## src/rtl/stat_flags_pkg.sv

```systemverilog
package stat_flags_pkg;
  localparam int FLAG_W = 16;
  localparam int STAT_N = 6;
  localparam int CTL_N  = 3;

  localparam int CF_POS = 0;
  localparam int PF_POS = 2;
  localparam int AF_POS = 4;
  localparam int ZF_POS = 6;
  localparam int SF_POS = 7;
  localparam int TF_POS = 8;
  localparam int IF_POS = 9;
  localparam int DF_POS = 10;
  localparam int OF_POS = 11;

  // status index order inside loadStat
  localparam int S_CARRY = 0;
  localparam int S_PAR   = 1;
  localparam int S_AUX   = 2;
  localparam int S_ZERO  = 3;
  localparam int S_SIGN  = 4;
  localparam int S_OVF   = 5;

  localparam logic [FLAG_W-1:0] FIXED_ONES = 16'h0002;

  typedef struct packed {
    logic [STAT_N-1:0] loadStat;
    logic [CTL_N-1:0]  setCtl;
    logic [CTL_N-1:0]  clrCtl;
  } flagStrb_t;
endpackage

```

## src/rtl/stat_flags_ctrl.sv

```systemverilog
module stat_flags_ctrl
  import stat_flags_pkg::*;
(
  input  logic [STAT_N-1:0] statLoad,
  input  logic [CTL_N-1:0]  ctlSet,
  input  logic [CTL_N-1:0]  ctlClr,
  output flagStrb_t         strb
);
  always_comb begin
    strb.loadStat = statLoad;
    strb.setCtl   = ctlSet;
    // set has priority: a clear is dropped when the same flag is set
    strb.clrCtl   = ctlClr & ~ctlSet;
  end
endmodule

```

## src/rtl/stat_flags_dp.sv

```systemverilog
module stat_flags_dp
  import stat_flags_pkg::*;
#(
  parameter int DATA_W = 16,
  parameter int BYTE_W = 8
) (
  input  logic              clk,
  input  logic              rstN,
  input  flagStrb_t         strb,
  input  logic [DATA_W-1:0] result,
  input  logic              opWide,
  input  logic              opAMsb,
  input  logic              opBMsb,
  input  logic              carryTop,
  input  logic              carryNib,
  output logic [FLAG_W-1:0] flagWord,
  output logic [DATA_W-1:0] idxStep
);
  localparam int WORD_BYTES = DATA_W / BYTE_W;

  logic [STAT_N-1:0] statQ, statCalc;
  logic [CTL_N-1:0]  ctlQ;
  logic              resMsb, resZero;
  logic [DATA_W-1:0] stepMag;

  always_comb begin
    resMsb  = opWide ? result[DATA_W-1] : result[BYTE_W-1];
    resZero = opWide ? (result == '0) : (result[BYTE_W-1:0] == '0);
    statCalc[S_CARRY] = carryTop;
    statCalc[S_PAR]   = ~^result[BYTE_W-1:0];
    statCalc[S_AUX]   = carryNib;
    statCalc[S_ZERO]  = resZero;
    statCalc[S_SIGN]  = resMsb;
    statCalc[S_OVF]   = (opAMsb == opBMsb) && (resMsb != opAMsb);
  end

  for (genvar i = 0; i < STAT_N; i++) begin : g_stat
    always_ff @(posedge clk or negedge rstN) begin
      if (!rstN)                   statQ[i] <= 1'b0;
      else if (strb.loadStat[i])   statQ[i] <= statCalc[i];
    end
  end

  for (genvar j = 0; j < CTL_N; j++) begin : g_ctl
    always_ff @(posedge clk or negedge rstN) begin
      if (!rstN)                 ctlQ[j] <= 1'b0;
      else if (strb.setCtl[j])   ctlQ[j] <= 1'b1;
      else if (strb.clrCtl[j])   ctlQ[j] <= 1'b0;
    end
  end

  always_comb begin
    flagWord         = FIXED_ONES;
    flagWord[CF_POS] = statQ[S_CARRY];
    flagWord[PF_POS] = statQ[S_PAR];
    flagWord[AF_POS] = statQ[S_AUX];
    flagWord[ZF_POS] = statQ[S_ZERO];
    flagWord[SF_POS] = statQ[S_SIGN];
    flagWord[OF_POS] = statQ[S_OVF];
    flagWord[TF_POS] = ctlQ[0];
    flagWord[IF_POS] = ctlQ[1];
    flagWord[DF_POS] = ctlQ[2];
  end

  always_comb begin
    stepMag = opWide ? DATA_W'(WORD_BYTES) : DATA_W'(1);
    idxStep = ctlQ[2] ? (~stepMag + DATA_W'(1)) : stepMag;
  end

  always_comb begin
    if (rstN) AST_SET_CLR_RESOLVED: assert ((strb.setCtl & strb.clrCtl) == '0);
  end

  AST_CARRY_HOLD: assert property (@(posedge clk) disable iff (!rstN)
    !strb.loadStat[S_CARRY] |=> $stable(flagWord[CF_POS]));

  AST_OVF_HOLD: assert property (@(posedge clk) disable iff (!rstN)
    !strb.loadStat[S_OVF] |=> $stable(flagWord[OF_POS]));

  AST_ZERO_SIGN_EXCL: assert property (@(posedge clk) disable iff (!rstN)
    (strb.loadStat[S_ZERO] && strb.loadStat[S_SIGN]) |=> !(flagWord[ZF_POS] && flagWord[SF_POS]));

  AST_DIR_SET: assert property (@(posedge clk) disable iff (!rstN)
    strb.setCtl[2] |=> flagWord[DF_POS]);

  AST_CTL_HOLD: assert property (@(posedge clk) disable iff (!rstN)
    (strb.setCtl == '0 && strb.clrCtl == '0) |=> $stable(flagWord[DF_POS:TF_POS]));

  AST_FIXED_BITS: assert property (@(posedge clk) disable iff (!rstN)
    1'b1 |=> (flagWord[1] && !flagWord[3] && !flagWord[5] && flagWord[15:12] == 4'h0));

  AST_STEP_SIGN: assert property (@(posedge clk) disable iff (!rstN)
    flagWord[DF_POS] |-> idxStep[DATA_W-1]);
endmodule

```

## src/rtl/stat_flags_unit.sv

```systemverilog
module stat_flags_unit
  import stat_flags_pkg::*;
#(
  parameter int DATA_W = 16
) (
  input  logic              clk,
  input  logic              rstN,
  input  logic [DATA_W-1:0] result,
  input  logic              opWide,
  input  logic              opAMsb,
  input  logic              opBMsb,
  input  logic              carryTop,
  input  logic              carryNib,
  input  logic [STAT_N-1:0] statLoad,
  input  logic [CTL_N-1:0]  ctlSet,
  input  logic [CTL_N-1:0]  ctlClr,
  output logic [FLAG_W-1:0] flagWord,
  output logic [DATA_W-1:0] idxStep
);
  flagStrb_t strb;

  stat_flags_ctrl u_ctrl (
    .statLoad (statLoad),
    .ctlSet   (ctlSet),
    .ctlClr   (ctlClr),
    .strb     (strb)
  );

  stat_flags_dp #(.DATA_W(DATA_W)) u_dp (
    .clk      (clk),
    .rstN     (rstN),
    .strb     (strb),
    .result   (result),
    .opWide   (opWide),
    .opAMsb   (opAMsb),
    .opBMsb   (opBMsb),
    .carryTop (carryTop),
    .carryNib (carryNib),
    .flagWord (flagWord),
    .idxStep  (idxStep)
  );
endmodule

```

## config.mk

```make
export PLATFORM = sky130hd
export DESIGN_NAME = stat_flags_unit
export DESIGN_NICKNAME = d
export VERILOG_FILES = /design/src/rtl/stat_flags_pkg.sv /design/src/rtl/stat_flags_ctrl.sv /design/src/rtl/stat_flags_dp.sv /design/src/rtl/stat_flags_unit.sv
export SDC_FILE = /design/constraint.sdc
export NUM_CORES = 1
export LEC_CHECK = 0
export BUFFER_PORTS_ARGS = -buffer_cell sky130_fd_sc_hd__buf_2
export CORE_UTILIZATION = 31
export CTS_CLUSTER_DIAMETER = 40
export DETAILED_ROUTE_END_ITERATION = 8
export GPL_ROUTABILITY_DRIVEN = 0
export PLACE_DENSITY = 0.87
export SYNTH_ARGS = -nofsm -noshare
export SYNTH_HDL_FRONTEND = slang
export SYNTH_SLANG_ARGS = --single-unit
```

## constraint.sdc

```tcl
create_clock -name clk -period 0.83 [get_ports clk]
set_input_delay 0.0415 -clock clk [delete_from_list [all_inputs] [get_ports clk]]
set_output_delay 0.0415 -clock clk [all_outputs]
set_load 0.03 [all_outputs]
```

# After elaboration in Yosys (flattened, before gate mapping)
# Index checks and enable logic that the tools add are counted.
[totals]
regBits = 9
out_inout_bits = 32
elab_cells = 32
[classes]
addsub = 1
n_eq_ne = 2
mux = 10
bitwise_logic = 3
reduce_logical = 7
[op_table]
columns = ["cell", "n"]
rows = [
  ["adder 16 x 1 -> 16 bit, second input constant", 1],
  ["logical NOT 16 bit", 1],
  ["two-way mux 16 bit", 1],
  ["NOT 16 bit", 1],
  ["logical NOT 8 bit", 1],
  ["two-way mux 1 bit", 8],
  ["XNOR reduction 8 bit", 1],
  ["nonzero test 2 bit", 3],
  ["AND 3 bit", 1],
  ["NOT 3 bit", 1],
  ["two-way mux 2 bit", 1],
  ["== test 1 bit", 1],
  ["logical AND 1 bit", 1],
  ["inequality test 1 bit", 1],
]

# Longest topological paths before layout
# Gate-level depths: netlist of the first run.
[depth]
depth_word = 4
ltp_mapped = 5
ltp_nobuf = 5

# By module
# A second synthesis of the first run with hierarchy kept.
[hier_totals]
hier_cells = 84
hier_area_um2 = 762.0
[by_module_without_submodules]
columns = ["mod", "n_inst", "cells_per_inst", "area_each_um2", "seq_area_each_um2"]
rows = [
  ["stat_flags_dp", 1, 72, 653.1, 225.2],
  ["stat_flags_ctrl", 1, 12, 108.9, 0.0],
]

# Least setup slack after synthesis of the first run
# OpenSTA, ideal clock, no wires.
[synth_timing]
kind = "reg2out"
from = "reg u_dp.ctlQ[2] (netlist: u_dp.flagWord[10])"
to = "out idxStep[1]"
arrival_time_ns = 1.053
required_ns = 0.788
setup_slack_ns = -0.265
stages_incl_launch_ff = 2
path_buffers = 0
cell_sequence = "dfrtp_1 > or2_1"
[synth_via]
elab_chain_len = 1
[synth_rtl]
columns = ["item", "line_no", "source"]
rows = [
  ["start, declared", "stat_flags_dp.sv:22", "logic [CTL_N-1:0] ctlQ;"],
  ["start signal, assigned by index", "stat_flags_dp.sv:46", "if (!rstN) ctlQ[j] <= 1'b0;"],
  ["start signal, assigned by index", "stat_flags_dp.sv:47", "else if (strb.setCtl[j]) ctlQ[j] <= 1'b1;"],
  ["start signal, assigned by index", "stat_flags_dp.sv:48", "else if (strb.clrCtl[j]) ctlQ[j] <= 1'b0;"],
  ["two-way mux 16 bit", "stat_flags_dp.sv:67", "idxStep = ctlQ[2] ? (~stepMag + DATA_W'(1)) : stepMag;"],
  ["end, declared", "stat_flags_unit.sv:18", "output logic [DATA_W-1:0] idxStep"],
]
# Every way passes these cells.

# Final worst setup path of the first run
# Same ends and word-level chain as after synthesis.

==> results of run 1 <==
[report_power, final]
group,leakage (uW),internal [uW],switching [uW]
registers,0.000102,494,43.1
logic,0.000513,406,444
clock network,0.0000150,185,141
total,0.000630,1080,629
[per-layer routing]
metal / part of all wire [%] / track usage (%)
met2: 60 / 31.9
met3: 6.8 / 7.17
met4: 0 / 4.44
met5: 0 / 0
met1: 33 / 12.9
[placed cells by master, fill, tap and decap left out]
cell type,instances
a21o_1,3
a21oi_1,2
a31oi_1,1
buf_2,34
buf_4,22
buf_6,10
clkbuf_1,1
clkbuf_4,3
conb_1,7
dfrtp_1,6
dfrtp_2,3
dlygate4sd3_1,7
ha_4,4
inv_1,5
inv_12,1
inv_2,4
inv_4,1
inv_6,1
inv_8,1
mux2_2,2
mux2_4,1
mux2i_1,1
nand2_1,1
nand3_1,2
nor2_2,2
nor4_1,2
o32ai_1,1
or2_4,1
or3_1,1
xnor2_1,1
xnor2_2,2
[timing repair]
item / 4_1_cts / 5_1_grt
pin swaps: 0 / 0
cloned: 0 / 0
hold endpoints to repair: 15 / 0
setup endpoints to repair: 25 / 26
gates resized for setup: 32 / 7
setup buffers: 2 / 2
hold buffers: 7 / 0
[cells by family after synthesis]
logic type / Yosys count / share of synthesized area [%]
compound gates: 7 / 7.28
xor+xnor: 3 / 4.02
fa+ha+maj: 4 / 7.66
buf+inv: 34 / 31.6
flops: 9 / 34.5
mux: 4 / 6.70
other cells: 2 / 1.15
simple gates: 9 / 7.09
[worst min path at each step]
stage / endpoint / slack [ns]
2_1_floorplan: u_dp.flagWord[0]$_DFFE_PN0P_ / -0.25
4_1_cts: u_dp.flagWord[0]$_DFFE_PN0P_ / 0.02
6_report: u_dp.flagWord[0]$_DFFE_PN0P_ / 0.03
3_3_place_gp: u_dp.flagWord[11]$_DFFE_PN0P_ / -0.10
5_1_grt: u_dp.flagWord[0]$_DFFE_PN0P_ / 0.02
3_5_place_dp: u_dp.flagWord[11]$_DFFE_PN0P_ / -0.1
[layout make-up]
type	count	area share [%]
clock buffer	4	2.19
inverter	13	6.36
multi-input combinational	34	26.4
sequential	9	19.1
tap	27	2.82
timing repair buffer	73	43.2
[metrics by stage]
step	hold slack, ns	utilization (%)
3_5_place_dp	-0.0986	49.4
5_1_grt	0.0208	61.2
2_1_floorplan	-0.254	-
4_1_cts	0.0186	59.7
6_report	0.0271	61.2
3_3_place_gp	-0.104	49.4
[cells in the mapped netlist, drive strengths merged (2+ instances only)]
cell	count	area share, %
nor2	2	1.1
dfrtp	9	34
nand3	2	1.5
inv	13	7.5
a21oi	2	1.5
xnor2	3	4.0
a21o	3	3.4
conb	2	1.1
nor4	2	1.9
ha	4	7.7
mux2	3	5.2
buf	21	24
==> implementation parameters, run 1 <==
Parameter                              Value

CTS
  Clock root buffer ... clkbuf_4
  Maximum buffer depth of the clock tree ... 2
  Clock-pin slew on the worst setup and hold paths ... 0.06 ns
  Clk sinks ... 9
  Clock tree from TritonCTS ... built
  Clock latency of the later-clocked register in the worst-skew pair ... 0.25 ns
  Max H-tree Level ... 1
  Cts bufs inserted ... 3

Layout
  Nets ... 173
  Area of the multi-input gates ... 317 sq um
  Final non-filler cell area ... 0.00120 sq mm
  Diode insertion count for antenna repair ... 0
  Area overhead of the layout relative to synthesis ... 83.7%
  Seq. cell area ... 229 sq um
  Fraction of final layout cells with drive strength greater than 1 ... 69.2%
  Fill cell count ... 181
  Number of standard cells in the layout, taps in and fillers out ... 160
  Number of flip-flops under the largest register name ... 9

STA
  Setup-violating endpoint count in the final report ... 20
  Final Worst Setup Slack ... -0.248 ns
  Number of hold violations in the final report ... 0
  Post-route fraction of the period consumed by the critical path ... 130%
  Fin Clk Skew ... 0 ns
  Post-Route Setup TNS ... -3.32 ns
  Shortest clock period the worst path allows after layout ... 1.08 ns
  Fin. max-slew vios ... 0
  Setup repair after global routing missed its margin ... true
  Peak clock frequency supported by timing ... 928 MHz

Critical path
  Worst path top cell family by delay ... flip-flops
  Element type at the critical path end ... output port
  Setup Crit Path Kind ... reg -> out
  Required time of the worst setup path ... 0.79 ns
  Standard cell with the maximum stage delay on the critical path ... dfrtp_2
  Beginning of the worst register-to-register path ... u_dp.flagWord[4]$_DFFE_PN0P_
  Worst reg2reg setup slack ... 0.03 ns
  Largest fanout on the critical path ... 3
  Largest stage delay on the critical path ... 0.42 ns
  Total buffers and inverters traversed by the critical path ... 1
  CP arrival ... 1.04 ns
  Critical Path Start ... u_dp.flagWord[10]$_DFFE_PN0P_
  Cells traversed along the worst timing path ... or2_4 > buf_6
  Crit path launch type ... flop
  Depth of the most critical reg-to-reg path ... 1
  Critical Path End ... idxStep[1]
  Critical Path Stages ... 2
  Destination of the worst register-to-register timing path ... u_dp.flagWord[4]$_DFFE_PN0P_

Power and ir drop
  Leakage power summed over all cells ... 0.000630 uW
  Peak ir drop on the vdd network ... 1.17 mV
  Final total power ... 1710 uW
  Power density relative to cell area ... 1430 mW/mm^2

Die
  Vert. Die Dim ... 47.9 microns
  Floorplan die area ... 0.00229 sq mm
  Core box area ... 0.00196 sq mm
  Die Span X ... 47.9 microns
  Ports placed on the boundary ... 67
  Number of rows created at floorplan ... 16
  Effective utilization at floorplan ... 33.3%

Placement
  Post-Place Cells ... 145
  Input/output buffers ... 59
  Final HPWL DP ... 1.25 mm
  Worst Setup Slack post-DPL ... -0.278 ns
  Cell area reported after detailed placement ... 968 sq um

Drt
  Routed Wire Length ... 1.66 mm
  # DRC ... 0
  Vias post-DR ... 659
  Number of DRC markers after the initial detailed-route iteration ... 4
  Number of search-and-repair iterations in the first detailed-routing pass ... 2
  Post-detailed-route via-to-cell ratio ... 4.12
  Final ANT Viol Nets ... 0
  Final routed wire length divided by cell count ... 10.4 microns

Synthesis
  Number of storage elements in the synthesis netlist ... 9
  Part of the Yosys area used for sequential elements ... 34.5%
  Synth Flop Type ... dfrtp_1
  Warnings from Yosys ... 0
  Post-Syn Area per Cell ... 9.07 sq um
  Post-synthesis instance total ... 72
  Unique masters post-synth ... 18
  Share of synthesized registers carrying an async set or reset ... 100%
  EDFF count, synth ... 0
  Cell Area, Synth ... 653 sq um

GRT
  Overflow left after global routing ... 0
  First-pass GRT wire length ... 2.35 mm
  Maximum number of pins on one net before global-route repair ... 16
  Vias in the first global route ... 609
  Total Routing Usage GR ... 15.6%
  Antenna violations before repair ... 0

Min path
  Path class of the lowest-slack min-delay path ... in -> reg
  Hold Path Depth ... 2
  Hold Path Origin ... carryTop

Job
  Count of max-cap constraint violations ... 0

Run status
  Status ... finished with violations
  Violated checks ... negative setup slack
Note: power is estimated with default switching activity, not from simulation.
==> run 2: changes to the inputs <==
Settings changed: MAX_ROUTING_LAYER set to met4.
==> run 2 against run 1 <==
  * The flow still finishes with violations (negative setup slack)
  * Non-clock buffer count did not move
  * Register-to-register slack barely moved
  * Combinational power hardly changed
  * Power decreased by 0.12%
  * Critical endpoint unchanged
  * Highest routed layer unchanged
==> implementation parameters, run 2 (same netlist as run 1, synthesis figures left out) <==
Parameter                              Value

CTS
  Max H-tree Level ... 1
  Maximum buffer depth of the clock tree ... 2
  Cts bufs inserted ... 3
  Clock-pin slew on the worst setup and hold paths ... 0.06 ns
  Clock tree from TritonCTS ... built
  Clk sinks ... 9
  Clock latency of the later-clocked register in the worst-skew pair ... 0.25 ns
  Clock root buffer ... clkbuf_4

Layout
  Fraction of final layout cells with drive strength greater than 1 ... 69.2%
  Most common library cell in the layout ignoring fill and taps ... buf_2
  Nets ... 173
  Diode insertion count for antenna repair ... 0
  Commonest cells after routing, fill and taps aside ... 34 x buf_2, 22 x buf_4, 10 x buf_6, 7 x conb_1, 7 x dlygate4sd3_1
  Final non-filler cell area ... 0.00120 sq mm
  Area overhead of the layout relative to synthesis ... 83.7%
  Number of flip-flops under the largest register name ... 9

Min path
  Path class of the lowest-slack min-delay path ... in -> reg
  Hold Path Origin ... carryTop

Placement
  Cell area reported after detailed placement ... 968 sq um
  Final HPWL DP ... 1.25 mm
  Worst Setup Slack post-DPL ... -0.278 ns
  Input/output buffers ... 59

Die
  Ports placed on the boundary ... 67
  Floorplan die area ... 0.00229 sq mm
  Core box area ... 0.00196 sq mm
  Number of rows created at floorplan ... 16
  Effective utilization at floorplan ... 33.3%
  Vert. Die Dim ... 47.9 microns
  Die Span X ... 47.9 microns

STA
  Worst hold-check slack ... 0.0271 ns
  Setup-violating endpoint count in the final report ... 20
  Shortest clock period the worst path allows after layout ... 1.08 ns
  Post-Route Setup TNS ... -3.32 ns
  Final Worst Setup Slack ... -0.248 ns
  Fin Clk Skew ... 0 ns
  Fin. max-slew vios ... 0
  Number of hold violations in the final report ... 0
  Setup repair after global routing missed its margin ... true
  Peak clock frequency supported by timing ... 928 MHz
  Post-route fraction of the period consumed by the critical path ... 130%

Drt
  Number of search-and-repair iterations in the first detailed-routing pass ... 2
  # DRC ... 0
  Post-detailed-route via-to-cell ratio ... 4.13
  Routed Wire Length ... 1.67 mm
  Final routed wire length divided by cell count ... 10.4 microns
  Final ANT Viol Nets ... 0
  Number of DRC markers after the initial detailed-route iteration ... 4
  Vias post-DR ... 661

Power and ir drop
  Power density relative to cell area ... 1430 mW/mm^2
  Peak ir drop on the vdd network ... 1.17 mV
  Net Switching ... 627 uW
  Net switching share of the total power ... 36.6%
  Cell-internal power ... 1080 uW
  Proportion of power drawn by combinational gates ... 49.6%
  Share of power burned in the clock network ... 19.0%
  Share of power burned in registers ... 31.3%
  Leakage power summed over all cells ... 0.000630 uW

Critical path
  Setup Crit Path Kind ... reg -> out
  Required time of the worst setup path ... 0.79 ns
  Element type at the critical path end ... output port
  Largest fanout on the critical path ... 3
  Crit path launch type ... flop
  CP arrival ... 1.04 ns
  Critical Path Start ... u_dp.flagWord[10]$_DFFE_PN0P_
  Beginning of the worst register-to-register path ... u_dp.flagWord[4]$_DFFE_PN0P_

GRT
  First-pass GRT wire length ... 2.37 mm
  Overflow left after global routing ... 0
  Total Routing Usage GR ... 16.3%
  Antenna violations before repair ... 0
  Vias in the first global route ... 604
  Maximum number of pins on one net before global-route repair ... 16

Run status
  Violated checks ... negative setup slack
  Status ... finished with violations

Job
  Count of max-cap constraint violations ... 0
==> run 2: layer usage <==
metal  GRT usage, %  vias to the layer above  wire, microns
li1               -                      319              -
met1           13.4                      299            555
met2           32.4                       43            999
met3           7.17                        0            110
met4           3.33                        0              0
met5              -                        -              0
==> run 2: final cells by class <==
cell class | count | area (sq um)
Clock buffer | 4 | 26.3
Fill cell | 181 | 762
Sequential cell | 9 | 229
Multi-Input combinational cell | 34 | 317
Tap cell | 27 | 33.8
Inverter | 13 | 76.3
Timing Repair Buffer | 73 | 518
==> run 2: critical path, stage by stage, from the launching register on <==
cell and delay (ns):
dfrtp_2 0.42, or2_4 0.23, buf_6 0.13
==> run 2: worst paths after layout <==
path                                                 endpoint  slack (ns)  cells past startpoint
worst max-delay path                               idxStep[1]       -0.25                      2
worst min-delay path             u_dp.flagWord[0]$_DFFE_PN0P_        0.03                      2
worst max register to register   u_dp.flagWord[4]$_DFFE_PN0P_        0.03                      1
worst min register to register  u_dp.flagWord[10]$_DFFE_PN0P_        0.52                      1
max in group asynchronous       u_dp.flagWord[10]$_DFFE_PN0P_        0.47                      2
min in group asynchronous        u_dp.flagWord[8]$_DFFE_PN0P_        0.17                      2
==> run 2: through the flow <==
stage	utilization (%)	power, uW	instances
floorplan	-	1080	77
global placement	49.4	1210	145
detailed placement	49.4	1230	145
CTS	59.7	1700	158
global route	61.2	1820	160
finish	61.2	1710	160
==> run 2: what timing repair did <==
| action | in CTS | in global routing |
|---|---|---|
| setup endpoints to repair | 25 | 26 |
| setup buffers | 2 | 2 |
| gates resized for setup | 32 | 7 |
| hold buffers | 7 | 0 |
| endpoints found under the hold margin | 15 | 0 |
==> run 2: power by group through the flow <==
stage / clock, uW / sequential (uW) / combinational, uW
floorplan: 0 / 643 / 434
global placement: 0 / 527 / 683
detailed placement: 0 / 530 / 701
CTS: 337 / 534 / 832
global route: 366 / 542 / 913
finish: 326 / 536 / 849
==> run 3: changes to the inputs <==
Settings changed: CELL_PAD_IN_SITES_DETAIL_PLACEMENT set to 1, CELL_PAD_IN_SITES_GLOBAL_PLACEMENT set to 1, CORE_UTILIZATION 31 to 20, PLACE_DENSITY 0.87 to 0.86.
==> run 3 against run 2 <==
  * The flow still finishes with violations (negative setup slack)
  * Non-clock buffer count stayed put
  * Wire length up 21%
  * Core utilization is 20 points lower
  * Combinational power up 3.4%
  * Hold slack lost 0.0092 ns
  * Final cell count increased by 11%
  * Register-to-register slack barely moved
  * Clock-buffer cell count did not move
  * Sequential cell count is the same
==> implementation parameters, run 3 (same netlist as run 1, synthesis figures left out) <==
Parameter                              Value

Critical path
  Critical Path Stages ... 2
  Standard cell with the maximum stage delay on the critical path ... dfrtp_2
  Cells traversed along the worst timing path ... or2_4 > buf_6
  CP arrival ... 1.02 ns
  Setup Crit Path Kind ... reg -> out
  Element type at the critical path end ... output port
  Critical Path Start ... u_dp.flagWord[10]$_DFFE_PN0P_
  Crit path launch type ... flop
  Beginning of the worst register-to-register path ... u_dp.flagWord[10]$_DFFE_PN0P_
  Largest fanout on the critical path ... 3
  Depth of the most critical reg-to-reg path ... 2
  Total buffers and inverters traversed by the critical path ... 1
  Worst path top cell family by delay ... flip-flops
  Largest stage delay on the critical path ... 0.41 ns
  Required time of the worst setup path ... 0.79 ns

STA
  Setup-violating endpoint count in the final report ... 22
  Shortest clock period the worst path allows after layout ... 1.06 ns
  Post-route fraction of the period consumed by the critical path ... 128%
  Setup repair after global routing missed its margin ... true
  Fin. max-slew vios ... 0
  Number of hold violations in the final report ... 0
  Final Worst Setup Slack ... -0.234 ns
  Fin Clk Skew ... 0 ns
  Peak clock frequency supported by timing ... 940 MHz

Power and ir drop
  Net switching share of the total power ... 37.1%
  Leakage power summed over all cells ... 0.000637 uW
  Power density relative to cell area ... 1390 mW/mm^2
  Proportion of power drawn by combinational gates ... 50.3%
  Peak ir drop on the vdd network ... 0.591 mV
  Share of power burned in registers ... 31.0%
  Cell-internal power ... 1100 uW
  Net Switching ... 648 uW
  Share of power burned in the clock network ... 18.8%

Die
  Vert. Die Dim ... 59.1 microns
  Ports placed on the boundary ... 67
  Number of rows created at floorplan ... 20
  Effective utilization at floorplan ... 21.2%
  Core box area ... 0.00308 sq mm
  Die Span X ... 59.1 microns
  Floorplan die area ... 0.00350 sq mm

Placement
  Final HPWL DP ... 1.59 mm
  Worst Setup Slack post-DPL ... -0.302 ns
  Input/output buffers ... 59

CTS
  Max H-tree Level ... 1
  Clock root buffer ... clkbuf_4
  Clock tree from TritonCTS ... built
  Maximum buffer depth of the clock tree ... 2
  Clk sinks ... 9
  Clock latency of the later-clocked register in the worst-skew pair ... 0.25 ns
  Cts bufs inserted ... 3
  Clock-pin slew on the worst setup and hold paths ... 0.06 ns

Drt
  Number of DRC markers after the initial detailed-route iteration ... 10
  Post-detailed-route via-to-cell ratio ... 3.77
  Final routed wire length divided by cell count ... 11.4 microns
  Routed Wire Length ... 2.02 mm
  # DRC ... 0
  Final ANT Viol Nets ... 0
  Vias post-DR ... 667
  Number of search-and-repair iterations in the first detailed-routing pass ... 4

Layout
  Area overhead of the layout relative to synthesis ... 92.3%
  Nets ... 173
  Most common library cell in the layout ignoring fill and taps ... buf_2
  Diode insertion count for antenna repair ... 0
  Number of flip-flops under the largest register name ... 9
  Commonest cells after routing, fill and taps aside ... 33 x buf_2, 19 x buf_4, 14 x buf_6, 7 x conb_1, 7 x dlygate4sd3_1
  Core occupancy in the finished layout ... 40.8%
  Fraction of final layout cells with drive strength greater than 1 ... 70.7%

GRT
  Antenna violations before repair ... 0
  Overflow left after global routing ... 0
  Vias in the first global route ... 717
  Total Routing Usage GR ... 12.6%
  Maximum number of pins on one net before global-route repair ... 14
  First-pass GRT wire length ... 3.06 mm

Min path
  Path class of the lowest-slack min-delay path ... in -> reg
  Hold Path Depth ... 2
  Hold Path Origin ... carryNib

Run status
  Status ... finished with violations
  Violated checks ... negative setup slack

Job
  Count of max-cap constraint violations ... 0
run 3: worst paths after layout:
kind	endpoint	slack (ns)
max reg2reg	u_dp.flagWord[10]$_DFFE_PN0P_	0.02
min in group asynchronous	u_dp.flagWord[7]$_DFFE_PN0P_	0.20
max	idxStep[1]	-0.23
min reg2reg	u_dp.flagWord[4]$_DFFE_PN0P_	0.53
min	u_dp.flagWord[4]$_DFFE_PN0P_	0.02
max in group asynchronous	u_dp.flagWord[4]$_DFFE_PN0P_	0.43
run 3: layout make-up:
class	count	area, sq um
Inverter	13	76.3
Timing Repair Buffer	73	536
Clock buffer	4	26.3
Sequential cell	9	229
Tap cell	44	55.1
Fill cell	379	1820
Multi-Input combinational cell	34	334
run 3: worst reg2reg max path, cell delays in order (launching register included):
cell	delay (ns)
dfrtp_2	0.41
buf_4	0.15
a21o_1	0.15
run 3: through the flow:
stage	instances	total power (uW)	hold slack, ns	setup TNS (ns)	cell area [sq um]
after floorplan	77	1080	-0.254	-0.146	774
after global placement	163	1220	-0.0940	-0.441	997
after detailed placement	163	1250	-0.0949	-0.576	997
after CTS	175	1740	0.00742	-3.81	1210
after global routing	177	1850	0.0172	-4.59	1260
final	177	1750	0.0179	-3.43	1260
run 3: what timing repair did:
item | CTS | global route
setup endpoints to repair | 25 | 28
hold endpoints to repair | 15 | 0
resized for setup | 38 | 7
hold buffers | 7 | 0
buffers inserted | 1 | 2
pin swaps | 0 | 1
run 3: power by group through the flow:
stage | combinational [uW] | sequential, uW | clock, uW
2_1_floorplan | 434 | 643 | 0
3_3_place_gp | 695 | 528 | 0
3_5_place_dp | 717 | 530 | 0
5_1_grt | 934 | 547 | 373
4_1_cts | 852 | 536 | 355
6_report | 878 | 541 | 328
run 3: per-layer routing:
layer | routed length, microns | GRT usage, %
met5 | 0 | -
met4 | 21 | 5.10
met3 | 104 | 1.53
met2 | 1290 | 27.6
met1 | 600 | 9.84
